--- config.mk ---
export PLATFORM = sky130hd
export DESIGN_NAME = spi_stop_master
export DESIGN_NICKNAME = d
export VERILOG_FILES = /design/src/rtl/spi_stop_pkg.sv /design/src/rtl/spi_sck_phase.sv /design/src/rtl/spi_shift.sv /design/src/rtl/spi_cs_dec.sv /design/src/rtl/spi_ctrl.sv /design/src/rtl/spi_stop_master.sv
export SDC_FILE = /design/constraint.sdc
export NUM_CORES = 1
export LEC_CHECK = 0
export BUFFER_PORTS_ARGS = -buffer_cell sky130_fd_sc_hd__buf_2
export CORE_ASPECT_RATIO = 1.5
export CORE_MARGIN = 5
export CORE_UTILIZATION = 47
export DETAILED_ROUTE_END_ITERATION = 12
export GPL_TIMING_DRIVEN = 1
export PLACE_DENSITY = 0.73
export SETUP_SLACK_MARGIN = 0.2
export SYNTH_ARGS = -nofsm -noshare
export SYNTH_HDL_FRONTEND = slang
export SYNTH_HIERARCHICAL = 1
export SYNTH_SLANG_ARGS = --single-unit
--- constraint.sdc ---
create_clock -name clk -period 1.8 [get_ports clk]
set_clock_uncertainty 0.2 [all_clocks]
set_input_delay 0.27 -clock clk [delete_from_list [all_inputs] [get_ports clk]]
set_output_delay 0.27 -clock clk [all_outputs]
set_load 0.02 [all_outputs]
--- src/rtl/spi_stop_pkg.sv ---
package spi_stop_pkg;
  typedef enum logic [1:0] {
    ST_IDLE = 2'd0,
    ST_XFER = 2'd1,
    ST_HALT = 2'd2
  } spi_state_t;
endpackage

--- src/rtl/spi_sck_phase.sv ---
module spi_sck_phase #(
  parameter int HALF = 2
) (
  input  logic clk,
  input  logic rst,
  input  logic run,
  output logic sck,
  output logic rise_stb,
  output logic fall_stb
);
  localparam int PER = 2 * HALF;
  localparam int CW  = $clog2(PER);

  logic [CW-1:0] cnt;

  assign rise_stb = run && (cnt == CW'(HALF - 1));
  assign fall_stb = run && (cnt == CW'(PER - 1));

  always_ff @(posedge clk) begin
    if (rst || !run) begin
      cnt <= '0;
      sck <= 1'b0;
    end else begin
      cnt <= fall_stb ? '0 : cnt + 1'b1;
      if (rise_stb)      sck <= 1'b1;
      else if (fall_stb) sck <= 1'b0;
    end
  end

  // serial clock is low whenever the divider is not running
  assert_sck_idle_low_R4: assert property (@(posedge clk) disable iff (rst)
    !run |=> !sck);
endmodule

--- src/rtl/spi_shift.sv ---
module spi_shift #(
  parameter int W = 8
) (
  input  logic         clk,
  input  logic         rst,
  input  logic         load,
  input  logic [W-1:0] load_data,
  input  logic         rise_stb,
  input  logic         fall_stb,
  input  logic         sin,
  output logic         sout,
  output logic         frame_end,
  output logic         rx_valid,
  output logic [W-1:0] rx_data
);
  localparam int BW = $clog2(W);

  logic [W-1:0]  tx_sh;
  logic [W-1:0]  rx_sh;
  logic [BW-1:0] bit_cnt;

  assign sout      = tx_sh[W-1];
  assign frame_end = fall_stb && (bit_cnt == BW'(W - 1));

  always_ff @(posedge clk) begin
    if (rst) begin
      tx_sh    <= '0;
      rx_sh    <= '0;
      bit_cnt  <= '0;
      rx_valid <= 1'b0;
      rx_data  <= '0;
    end else begin
      rx_valid <= frame_end;
      if (load) begin
        tx_sh   <= load_data;
        bit_cnt <= '0;
      end else begin
        if (rise_stb) rx_sh <= {rx_sh[W-2:0], sin};
        if (fall_stb) begin
          tx_sh   <= {tx_sh[W-2:0], 1'b0};
          bit_cnt <= bit_cnt + 1'b1;
        end
      end
      if (frame_end) rx_data <= rx_sh;
    end
  end

  // the received strobe lasts exactly one cycle
  assert_rx_pulse_R2: assert property (@(posedge clk) disable iff (rst)
    rx_valid |=> !rx_valid);
endmodule

--- src/rtl/spi_cs_dec.sv ---
module spi_cs_dec #(
  parameter int NCS = 6,
  parameter int CSW = 3
) (
  input  logic           clk,
  input  logic           rst,
  input  logic           load,
  input  logic [CSW-1:0] idx,
  input  logic           release_cs,
  output logic [NCS-1:0] cs_n
);
  for (genvar i = 0; i < NCS; i++) begin : g_line
    always_ff @(posedge clk) begin
      if (rst)             cs_n[i] <= 1'b1;
      else if (load)       cs_n[i] <= (idx != CSW'(i));
      else if (release_cs) cs_n[i] <= 1'b1;
    end
  end

  // never more than one chip select asserted
  assert_one_select_R3: assert property (@(posedge clk) disable iff (rst)
    $onehot0(~cs_n));
endmodule

--- src/rtl/spi_ctrl.sv ---
module spi_ctrl
  import spi_stop_pkg::*;
(
  input  logic       clk,
  input  logic       rst,
  input  logic       freeze_en,
  input  logic       dbg_mode,
  input  logic       stop_req,
  input  logic       in_valid,
  input  logic       frame_end,
  output logic       in_ready,
  output logic       load,
  output logic       run,
  output logic       stop_ack,
  output logic       clk_stop_ok
);
  spi_state_t state, nxt;
  logic halt_cond;

  assign halt_cond = stop_req || (freeze_en && dbg_mode);
  assign in_ready  = (state == ST_IDLE) && !halt_cond;
  assign load      = in_ready && in_valid;
  assign run       = (state == ST_XFER);

  always_comb begin
    nxt = state;
    unique case (state)
      ST_IDLE: if (halt_cond) nxt = ST_HALT;
               else if (in_valid) nxt = ST_XFER;
      ST_XFER: if (frame_end) nxt = halt_cond ? ST_HALT : ST_IDLE;
      ST_HALT: if (!halt_cond) nxt = ST_IDLE;
      default: nxt = ST_IDLE;
    endcase
  end

  always_ff @(posedge clk) begin
    if (rst) begin
      state       <= ST_IDLE;
      stop_ack    <= 1'b0;
      clk_stop_ok <= 1'b0;
    end else begin
      state       <= nxt;
      stop_ack    <= stop_req;
      clk_stop_ok <= stop_req && (nxt == ST_HALT);
    end
  end

  // a frame in flight keeps going until its last bit
  assert_frame_runs_R6: assert property (@(posedge clk) disable iff (rst)
    (state == ST_XFER && !frame_end) |=> state == ST_XFER);
  // clock-stop permission only outside a frame
  assert_stop_ok_boundary_R7: assert property (@(posedge clk) disable iff (rst)
    clk_stop_ok |-> state == ST_HALT);
  // without freeze enable, debug mode never blocks a push
  assert_no_freeze_R10: assert property (@(posedge clk) disable iff (rst)
    (state == ST_IDLE && in_valid && !stop_req && !freeze_en) |=> state == ST_XFER);
endmodule

--- src/rtl/spi_stop_master.sv ---
module spi_stop_master #(
  parameter int DATA_W = 8,
  parameter int NUM_CS = 6,
  parameter int HALF   = 2
) (
  input  logic              clk,
  input  logic              rst,
  input  logic              freeze_en,
  input  logic              dbg_mode,
  input  logic              stop_req,
  output logic              stop_ack,
  output logic              clk_stop_ok,
  input  logic              in_valid,
  output logic              in_ready,
  input  logic [DATA_W-1:0] in_data,
  input  logic [2:0]        in_cs,
  output logic              rx_valid,
  output logic [DATA_W-1:0] rx_data,
  output logic              sck,
  output logic              sout,
  input  logic              sin,
  output logic [NUM_CS-1:0] cs_n
);
  localparam int CSW = 3;

  logic load, run, rise_stb, fall_stb, frame_end;

  spi_ctrl u_ctrl (
    .clk, .rst, .freeze_en, .dbg_mode, .stop_req, .in_valid,
    .frame_end, .in_ready, .load, .run, .stop_ack, .clk_stop_ok
  );

  spi_sck_phase #(.HALF(HALF)) u_phase (
    .clk, .rst, .run, .sck, .rise_stb, .fall_stb
  );

  spi_shift #(.W(DATA_W)) u_shift (
    .clk, .rst, .load, .load_data(in_data), .rise_stb, .fall_stb,
    .sin, .sout, .frame_end, .rx_valid, .rx_data
  );

  spi_cs_dec #(.NCS(NUM_CS), .CSW(CSW)) u_cs (
    .clk, .rst, .load, .idx(in_cs), .release_cs(frame_end), .cs_n
  );

  // acknowledge tracks the request one cycle later
  assert_ack_follows_R5: assert property (@(posedge clk) disable iff (rst)
    stop_ack == $past(stop_req));
  // while clock stop is granted the bus is quiet
  assert_bus_quiet_R7: assert property (@(posedge clk) disable iff (rst)
    clk_stop_ok |-> (&cs_n && !sck));
  // no word taken while stop is held
  assert_no_accept_R8: assert property (@(posedge clk) disable iff (rst)
    stop_req |-> !in_ready);
endmodule

==> results_dict.tcl, run 1 <==
set metrics [dict create \
    outcome "complete, no violations" \
    syn_area_per_cell_um2 9.73 \
    synthCells 176 \
    synth_cell_types 34 \
    cts_buffer_depth 2 \
    synth_area_leaders "dfxtp_1 (48%), nand2_1 (7.0%), a21oi_1 (5.3%)" \
    insertion_delay_ns 0.30 \
    fmax_ghz 0.597 \
    synth-seq-cells 41 \
    route.detailed.drc 0 \
    r2r-start "u_ctrl/state[1]$_SDFF_PP0_" \
    dpl.hpwl_um 2290 \
    setup_viol 0 \
    grt_max_degree 31 \
    cts_made_buffers 5 \
    cp_slowest_cell "dfxtp_4" \
    dpl_cell_area_mm2 0.00196 \
    finalHoldViolCount 0 \
    cts_tree "done" \
    die-width_um 59.3 \
    grtUsageTotal_pct 15.0 \
    coreArea_mm2 0.00361 \
    worstSetupStartpoint "u_ctrl/state[1]$_SDFF_PP0_" \
    rsz0062_at_grt "yes" \
    yosysMostFrequentCell "dfxtp_1" \
    final_core_util_pct 60.2 \
    area_delta_synth_final_pct 27.0 \
    antenna_cells 0 \
    cpPeakStageDelay_ns 0.35 \
    num_vias 1374 \
    boundaryPins 38 \
    period_share_pct 93.1 \
    die_h_um 83.9 \
    routedWlPerCell_um 12.8 \
    tns_ns 0 \
    grt_antenna_before_repair 0 \
    place_inst 253 \
    r2r_end "u_shift/tx_sh[2]$_SDFFE_PP0P_" \
    drtIter0Drc 17 \
    synth_fp_nets 198 \
    dr_wl_met2_um 1810 \
    overflow 0 \
    met1_length_um 1300 \
    min_path_type "primary input to flop" \
    globalplace.congestion 0.699 \
    rrSetupSlack_ns 0.12 \
    wl_met3_um 223 \
    critPathLaunchType "flop" \
    setup_slack_ns 0.124 \
    cap_violations 0 \
    crit_end "u_shift/tx_sh[2]$_SDFFE_PP0P_" \
    power.leakage_nw 0.944 \
    vias_per_cell 5.20 \
    min_path_cells 3 \
    cp.arrival_ns 1.64 \
    ant_nets 0 \
    period_needed_ns 1.68 \
    yosysWarnings 6 \
    netlist.top_cell.by_area "dfxtp_1" \
    criticalPathCategory "flop to flop" \
    fill_cells 324 \
    synth_commonest_cells "dfxtp_1 (41), nand2_1 (32), a21oi_1 (18)" \
    htreeDepth 2 \
    final_cell_area_mm2 0.00218 \
    path_clk_slew_ns 0.08 \
    holdWs_ns 0.00538 \
    drtPass1Iterations 4 \
    top_layer_used "met4" \
    power_density_mw_per_mm2 896 \
    instances_no_fill 264 \
    worstPathCellList "and2b_2 -> and2_4 -> mux2_4 -> mux2i_1 -> nor2_1" \
    cts_hold_buf 0 \
    synthArstFlopShare_pct 0 \
    worstPathRequired_ns 1.77 \
    cp-end-kind "flop" \
    synthesis.area_mm2 0.00171 \
    cts-root-buf "clkbuf_8" \
    grt_first_pass_wirelength_um 5820 \
    drive_above_1_share_pct 36.2 \
    io_buffers 37 \
    synth_edf_count 0 \
    reg2reg_depth 5 \
    synth_top_area_share_pct 47.9 \
    row_count 27 \
    drv_slew 0 \
    nNetsFinal 242 \
    dp_slack_ns 0.104 \
    ys.flop_type "dfxtp_1" \
    ys_seq_area_share_pct 47.9 \
    routed_wl_um 3390 \
    worst_pin_slew_ns 0.533 \
    ir_worst_vdd_mv 0.948 \
    grt_pass1_vias 1379 \
    p_total_mw 1.95 \
    dieArea_mm2 0.00498 \
    cts_sinks 41 \
    max_slew_margin_pct 64.5 \
    crit_fanout 6 \
    start_util_pct 47.4 \
]
==> how the worst min path moves through the flow <==
stage | startpoint | slack (ns) | endpoint
2_1_floorplan | rst | 0.14 | u_ctrl/state[1]$_SDFF_PP0_
6_report | sin | 0.005 | u_shift/rx_sh[0]$_SDFFE_PP0P_
4_1_cts | in_data[7] | 0.004 | u_shift/tx_sh[7]$_SDFFE_PP0P_
3_3_place_gp | u_phase/cnt[0]$_SDFF_PP0_ | 0.24 | u_phase/cnt[0]$_SDFF_PP0_
5_1_grt | sin | 0.01 | u_shift/rx_sh[0]$_SDFFE_PP0P_
3_5_place_dp | u_shift/rx_data[0]$_SDFFE_PP0P_ | 0.25 | u_shift/rx_data[0]$_SDFFE_PP0P_
==> cell usage in the layout, fill, tap and decap left out, drive strengths merged, types with 4 or more instances in the layout <==
cell type	n
mux2	7
nor3	9
nor2	13
inv	5
o21bai	6
a21oi	18
buf	44
dfxtp	41
nand2	33
mux2i	9
ha	4
and2	4
clkbuf	5
==> flip-flops by register name (all words and copies together) (netlist names) <==
register and flops:
u_cs/cs_n 6, u_ctrl/clk_stop_ok 1, u_ctrl/state 2, u_ctrl/stop_ack 1, u_phase/cnt 2, u_phase/sck 1, u_shift/bit_cnt 3, u_shift/rx_data 8
u_shift/rx_sh 8, u_shift/rx_valid 1, u_shift/tx_sh 8
==> cell families (layout without fill, tap and decap cells) <==
group                    Yosys count  count (layout)  share of synthesized area (%)
adder cells (fa/ha/maj)            4               4                           2.92
multiplexers                      16              16                           11.2
buffers and inverters             13              57                           4.16
XOR/XNOR                           1               1                          0.511
flip-flops                        41              41                           47.9
AND/OR/NAND/NOR                   73              74                           22.9
AO/OA/AOI/OAI                     28              28                           10.4
==> critical path, delay by kind of cell (launching register included) <==
kind | cells | cell delay [ns]
flip-flops | 1 | 0.35
multiplexers | 2 | 0.45
AND/OR/NAND/NOR | 3 | 0.54
==> what timing repair did <==
action	4_1_cts	5_1_grt
pin swaps	1	1
cloned	1	0
setup buffers	2	0
resized for setup	10	5
endpoints found under the setup margin	24	34
==> layout make-up <==
type	count	area, um2	area share [%]
clock buffers	5	68.8	3.16
clock inverters	3	68.8	3.16
flip-flops and latches	41	827	38.0
multi-input cells	123	872	40.1
inverters	5	31.3	1.44
repair buffers	44	254	11.7
well taps	43	53.8	2.47
==> metal layers <==
metal	track usage, %	up-vias
li1	-	688
met1	15.3	651
met2	26.4	27
met3	5.42	8
met4	6.19	0
met5	0	-
==> power breakdown <==
group,total (mW),internal (mW),switching [mW]
clock,0.890,0.558,0.332
sequential,0.930,0.922,0.00849
combinational,0.130,0.0649,0.0652
Note: power is estimated with default switching activity, not from simulation.
==> inputs of run 2 (changes only) <==
Settings changed: ABC_AREA set to 1, PLACE_DENSITY 0.73 to 0.74.
==> run 2 against run 1 <==
  * Synthesized area shrank 0.95%
  * Routed wire length grew 1.2%
  * Worst hold slack gained 0.017 ns
  * Fmax grew 8.8%
  * Combinational power grew 19%
  * Worst setup slack gained 0.14 ns
  * Die area shrank 0.81%
  * Sequential share of layout area grew 0.54 points
  * Cell area shrank 1.6%
  * Critical path type unchanged
  * Largest cell class is now flip-flops and latches
==> results_dict.tcl, run 2 <==
set metrics [dict create \
    outcome "complete, no violations" \
    synth-seq-cells 41 \
    ant_nets 0 \
    ys.flop_type "dfxtp_1" \
    final_cell_area_mm2 0.00214 \
    die_h_um 83.6 \
    nNetsFinal 309 \
    num_vias 1538 \
    setup_viol 0 \
    start_util_pct 49.2 \
    htreeDepth 2 \
    synth_commonest_cells "nand2_1 (61), nor2_1 (45), dfxtp_1 (41)" \
    drtIter0Drc 39 \
    p_sw_uw 403 \
    ys_seq_area_share_pct 48.4 \
    p_comb_share_pct 8.6 \
    crit_fanout 3 \
    routedWlPerCell_um 10.4 \
    finalHoldViolCount 0 \
    synth_top_area_share_pct 48.4 \
    synthArstFlopShare_pct 0 \
    synth_edf_count 0 \
    crit_end "u_ctrl/clk_stop_ok$_SDFF_PP0_" \
    boundaryPins 38 \
    worst_pin_slew_ns 0.395 \
    dieArea_mm2 0.00494 \
    r2r-start "u_shift/bit_cnt[0]$_SDFFE_PP0P_" \
    netlist.top_cell.by_area "dfxtp_1" \
    grt_antenna_before_repair 0 \
    tns_ns 0 \
    overflow 0 \
    largest_registers "u_shift/rx_data: 8 flops, u_shift/rx_sh: 8 flops, u_shift/tx_sh: 8 flops" \
    min_path_type "primary input to flop" \
    globalplace.congestion 0.803 \
    r2r_end "u_ctrl/clk_stop_ok$_SDFF_PP0_" \
    synthCells 236 \
    clkPwrFrac_pct 39.1 \
    critPathLaunchType "flop" \
    synth_cell_types 23 \
    cp_slowest_cell "dfxtp_2" \
    yosysWarnings 6 \
    worstPathCellList "ha_1 -> ha_2 -> nand2_2 -> clkinv_4 -> or2_1 -> nand3_2 -> nor2_1" \
    cpPeakStageDelay_ns 0.33 \
    layout.cells.most_common "nand2_1" \
    io_buffers 37 \
    die-width_um 59.1 \
    power_density_mw_per_mm2 838 \
    cts_made_buffers 5 \
    route.detailed.drc 0 \
    ir_worst_vdd_mv 0.716 \
    worstPathRequired_ns 1.79 \
    cts_hold_buf 0 \
    drive_above_1_share_pct 27.2 \
    dpl_cell_area_mm2 0.00196 \
    switching_share_pct 22.5 \
    synth_area_leaders "dfxtp_1 (48%), nand2_1 (13%), nor2_1 (10%)" \
    area_delta_synth_final_pct 26.3 \
    fmax_ghz 0.649 \
    rsz0062_at_grt "yes" \
    path_clk_slew_ns 0.08 \
    synth_fp_nets 258 \
    synthesis.area_mm2 0.00170 \
    cap_violations 0 \
    coreArea_mm2 0.00345 \
    drtPass1Iterations 4 \
    reg2reg_depth 7 \
    antenna_cells 0 \
    row_count 26 \
    grtUsageTotal_pct 14.5 \
    cts_buffer_depth 2 \
    power_frac_seq_pct 52.3 \
    crit_family "simple AND/OR/NAND/NOR gates" \
    yosysMostFrequentCell "nand2_1" \
    period_share_pct 85.6 \
    cts-root-buf "clkbuf_8" \
    power.leakage_nw 1.11 \
    dpl.hpwl_um 2490 \
    worstPathBufferInverterCount 1 \
    grt_first_pass_wirelength_um 5660 \
    worst-path-stages 7 \
    rrSetupSlack_ns 0.26 \
    cp.arrival_ns 1.53 \
    vias_per_cell 4.67 \
    cts_tree "done" \
    insertion_delay_ns 0.29 \
    period_needed_ns 1.54 \
    criticalPathCategory "flop to flop" \
    drv_slew 0 \
    routed_wl_um 3430 \
    max_slew_margin_pct 73.7 \
    cp-end-kind "flop" \
    p_int_mw 1.39 \
    cts_sinks 41 \
    syn_area_per_cell_um2 7.19 \
    grt_max_degree 19 \
    grt_pass1_vias 1419 \
    worstSetupStartpoint "u_shift/bit_cnt[0]$_SDFFE_PP0P_" \
    final_cell_mix "nand2_1 (61), nor2_1 (43), dfxtp_1 (37), buf_2 (36), inv_1 (26)" \
]
## run 2: cell types whose count changed after synthesis, moves of 6 or more
cell / before / now
nor2_1: 13 / 45
o21ai_0: 0 / 16
nand2_1: 32 / 61
mux2i_1: 9 / 0
a21oi_1: 18 / 6
nor3_1: 9 / 0
nand3_1: 0 / 14
inv_1: 4 / 31
mux2_4: 6 / 0
## run 2: worst register-to-register path: stages, from the launching register on
cell,delay (ns)
dfxtp_2,0.33
ha_1,0.20
ha_2,0.17
nand2_2,0.10
clkinv_4,0.06
or2_1,0.27
nand3_2,0.08
nor2_1,0.04
## run 2: per-layer routing
layer | GRT usage, % | vias to the layer above | share of wire (%)
met5 | 0 | - | 0
met4 | 6.19 | 0 | 1.7
met3 | 4.02 | 5 | 5.5
met2 | 27.1 | 31 | 53
met1 | 14.0 | 682 | 40
li1 | - | 820 | -
## run 2: per-stage QoR
| stage | setup slack, ns | instances | hold slack, ns | utilization (%) | power, mW |
|---|---|---|---|---|---|
| 3_5_place_dp | 0.144 | 317 | 0.250 | 56.8 | 1.10 |
| 5_1_grt | 0.182 | 329 | 0.0142 | 62.1 | 1.88 |
| 2_1_floorplan | 0.195 | 236 | 0.139 | - | 1.05 |
| 3_3_place_gp | 0.172 | 317 | 0.239 | 56.8 | 1.10 |
| 6_report | 0.260 | 329 | 0.0225 | 62.1 | 1.79 |
| 4_1_cts | 0.212 | 324 | 0.0137 | 60.0 | 1.81 |
## run 2: worst min-delay path by stage
stage	from	cells past startpoint	endpoint
6_report	in_data[0]	3	u_shift/tx_sh[0]$_SDFFE_PP0P_
5_1_grt	in_data[0]	3	u_shift/tx_sh[0]$_SDFFE_PP0P_
4_1_cts	stop_req	3	u_ctrl/stop_ack$_SDFF_PP0_
3_5_place_dp	u_phase/cnt[0]$_SDFF_PP0_	1	u_phase/cnt[0]$_SDFF_PP0_
3_3_place_gp	u_phase/cnt[0]$_SDFF_PP0_	1	u_phase/cnt[0]$_SDFF_PP0_
2_1_floorplan	rst	1	u_shift/tx_sh[0]$_SDFFE_PP0P_
## run 2: kinds of logic (layout without fill, tap and decap cells)
| kind of cell | after synthesis | count (layout) | synth area share (%) |
|---|---|---|---|
| AND/OR/NAND/NOR | 129 | 129 | 32.0 |
| flip-flops | 41 | 41 | 48.4 |
| buffers and inverters | 38 | 89 | 9.14 |
| AO/OA/AOI/OAI | 23 | 23 | 7.01 |
| adder cells (fa/ha/maj) | 4 | 4 | 2.95 |
| XOR/XNOR | 1 | 1 | 0.516 |
## run 2: repair_timing
item                                    in CTS  in global routing
pin swaps                                    0                  5
resized for setup                            2                 17
endpoints found under the setup margin      21                 32
buffers inserted                             0                  5
cloned                                       0                  0
## run 2: power groups by stage
stage	combinational, mW	clock [mW]	sequential [mW]
2_1_floorplan	0.0828	0	0.965
3_3_place_gp	0.142	0	0.957
3_5_place_dp	0.143	0	0.957
4_1_cts	0.145	0.725	0.936
5_1_grt	0.175	0.768	0.940
6_report	0.155	0.702	0.938
## run 2: final cells by class
class                           count  area (um2)
Clock buffer                        5        68.8
Clock inverter                      2        35.0
Fill cell                         335        1310
Inverter                           34         135
Multi-Input combinational cell    157         747
Sequential cell                    41         826
Tap cell                           42        52.6
Timing Repair Buffer               48         278
==> inputs of run 3 (changes only) <==
Settings changed: RECOVER_POWER set to 50.
==> run 3 against run 2 <==
  * Clock power hardly changed
  * Largest cell class unchanged
  * Cell area is 1.5% lower
  * Critical path type unchanged
  * Non-clock buffer count stayed put
  * Worst hold slack hardly changed
  * Highest routed layer unchanged
==> results_dict.tcl, run 3 (synthesis results as in run 2) <==
set metrics [dict create \
    outcome "complete, no violations" \
    rrSetupSlack_ns 0.26 \
    htreeDepth 2 \
    r2r-start "u_shift/bit_cnt[0]$_SDFFE_PP0P_" \
    p_int_mw 1.39 \
    cp_slowest_cell "dfxtp_2" \
    die-width_um 59.1 \
    cts_hold_buf 0 \
    p_total_mw 1.79 \
    cap_violations 0 \
    num_vias 1526 \
    cp.arrival_ns 1.53 \
    drv_slew 0 \
    switching_share_pct 22.5 \
    boundaryPins 38 \
    coreArea_mm2 0.00345 \
    grtUsageTotal_pct 14.5 \
    routedWlPerCell_um 10.4 \
    ant_nets 0 \
    grt_pass1_vias 1419 \
    cts_sinks 41 \
    min_path_cells 3 \
    min_path_type "primary input to flop" \
    largest_registers "u_shift/rx_data: 8 flops, u_shift/rx_sh: 8 flops, u_shift/tx_sh: 8 flops" \
    route.detailed.drc 0 \
    worstPathCellList "ha_1 -> ha_2 -> nand2_2 -> clkinv_4 -> or2_1 -> nand3_2 -> nor2_1" \
    period_share_pct 85.4 \
    fmax_ghz 0.650 \
    io_buffers 37 \
    worst_pin_slew_ns 0.509 \
    dpl.hpwl_um 2490 \
    criticalPathCategory "flop to flop" \
    min_from "in_data[0]" \
    grt_antenna_before_repair 0 \
    holdWs_ns 0.0224 \
    drtPass1Iterations 4 \
    power_density_mw_per_mm2 849 \
    layout.cells.most_common "nand2_1" \
    setup_slack_ns 0.262 \
    cp-end-kind "flop" \
    insertion_delay_ns 0.29 \
    drtIter0Drc 42 \
    path_clk_slew_ns 0.08 \
    worstPathBufferInverterCount 1 \
    finalHoldViolCount 0 \
    power.leakage_nw 1.04 \
    period_needed_ns 1.54 \
    globalplace.congestion 0.803 \
    nNetsFinal 309 \
    drive_above_1_share_pct 19.2 \
    area_delta_synth_final_pct 24.3 \
    power_frac_seq_pct 52.3 \
    rsz0062_at_grt "yes" \
    worstPathRequired_ns 1.79 \
    clkPwrFrac_pct 39.2 \
    fill_cells 343 \
    tns_ns 0 \
    final_core_util_pct 61.2 \
    start_util_pct 49.2 \
    antenna_cells 0 \
    setup_viol 0 \
    p_comb_share_pct 8.5 \
    critPathLaunchType "flop" \
    die_h_um 83.6 \
    cts_buffer_depth 2 \
    hold_path_end "u_shift/tx_sh[0]$_SDFFE_PP0P_" \
    grt_first_pass_wirelength_um 5660 \
    reg2reg_depth 7 \
    cts_tree "done" \
    cts-root-buf "clkbuf_8" \
    final_cell_mix "nand2_1 (61), nor2_1 (44), dfxtp_1 (38), inv_1 (26), clkbuf_1 (21)" \
    cts_made_buffers 5 \
    routed_wl_um 3440 \
    crit_family "simple AND/OR/NAND/NOR gates" \
    r2r_end "u_ctrl/clk_stop_ok$_SDFF_PP0_" \
    p_sw_uw 403 \
    vias_per_cell 4.64 \
    crit_fanout 3 \
    cpPeakStageDelay_ns 0.33 \
    row_count 26 \
    ir_worst_vdd_mv 0.713 \
    grt_max_degree 19 \
    max_slew_margin_pct 66.1 \
    dp_slack_ns 0.144 \
    overflow 0 \
    dieArea_mm2 0.00494 \
]
[run 3: power groups by stage]
stage / Clock [mW] / Combinational [mW] / Sequential [mW]
3_3_place_gp: 0 / 0.142 / 0.957
3_5_place_dp: 0 / 0.143 / 0.957
4_1_cts: 0.725 / 0.145 / 0.936
2_1_floorplan: 0 / 0.0828 / 0.965
6_report: 0.702 / 0.152 / 0.937
5_1_grt: 0.768 / 0.172 / 0.939
[run 3: worst register-to-register path: cells and delay by family (launching register included)]
family,cells,cell delay [ns]
adders and majority gates,2,0.37
DFF,1,0.33
buffers and inverters,1,0.06
and+or+nand+nor,4,0.49
[run 3: timing repair]
| item | in CTS | in global routing |
|---|---|---|
| gates cloned | 0 | 0 |
| buffers inserted | 0 | 5 |
| endpoints found under the setup margin | 21 | 32 |
| resized for setup | 2 | 17 |
| pin swaps | 0 | 5 |
[run 3: through the flow]
step	area [um2]	cells
2_1_floorplan	1700	236
3_3_place_gp	1960	317
3_5_place_dp	1960	317
4_1_cts	2070	324
5_1_grt	2110	329
6_report	2110	329
[run 3: how the worst max path moves through the flow]
stage                                    startpoint                              end  slack (ns)  cells after the start
global placement                           stop_req    u_shift/rx_sh[6]$_SDFFE_PP0P_        0.17                      9
detailed placement                         stop_req    u_shift/rx_sh[2]$_SDFFE_PP0P_        0.14                      9
floorplan           u_shift/bit_cnt[0]$_SDFFE_PP0P_        u_cs/cs_n[5]$_SDFFE_PP1P_        0.20                      8
global route             u_ctrl/state[0]$_SDFF_PP0_  u_shift/rx_data[6]$_SDFFE_PP0P_        0.11                      8
CTS                      u_ctrl/state[0]$_SDFF_PP0_    u_shift/rx_sh[6]$_SDFFE_PP0P_        0.21                      8
finish              u_shift/bit_cnt[0]$_SDFFE_PP0P_    u_ctrl/clk_stop_ok$_SDFF_PP0_        0.26                      7
[run 3: routing by layer]
layer,vias up,share of wire (%),GRT usage [%],routed length [um]
li1,820,-,-,-
met1,677,40,14.0,1390
met2,24,53,27.1,1810
met3,5,5.1,4.02,177
met4,0,1.7,6.19,59
met5,-,0,0,0
[run 3: final cells by class]
cell class | count | area, um2 | share of cell area (%)
multi-input combinational | 157 | 744 | 35.3
clock inverter | 2 | 35.0 | 1.66
clock buffer | 5 | 68.8 | 3.26
timing repair buffer | 48 | 249 | 11.8
sequential | 41 | 825 | 39.1
inverter | 34 | 135 | 6.41
tap | 42 | 52.6 | 2.49
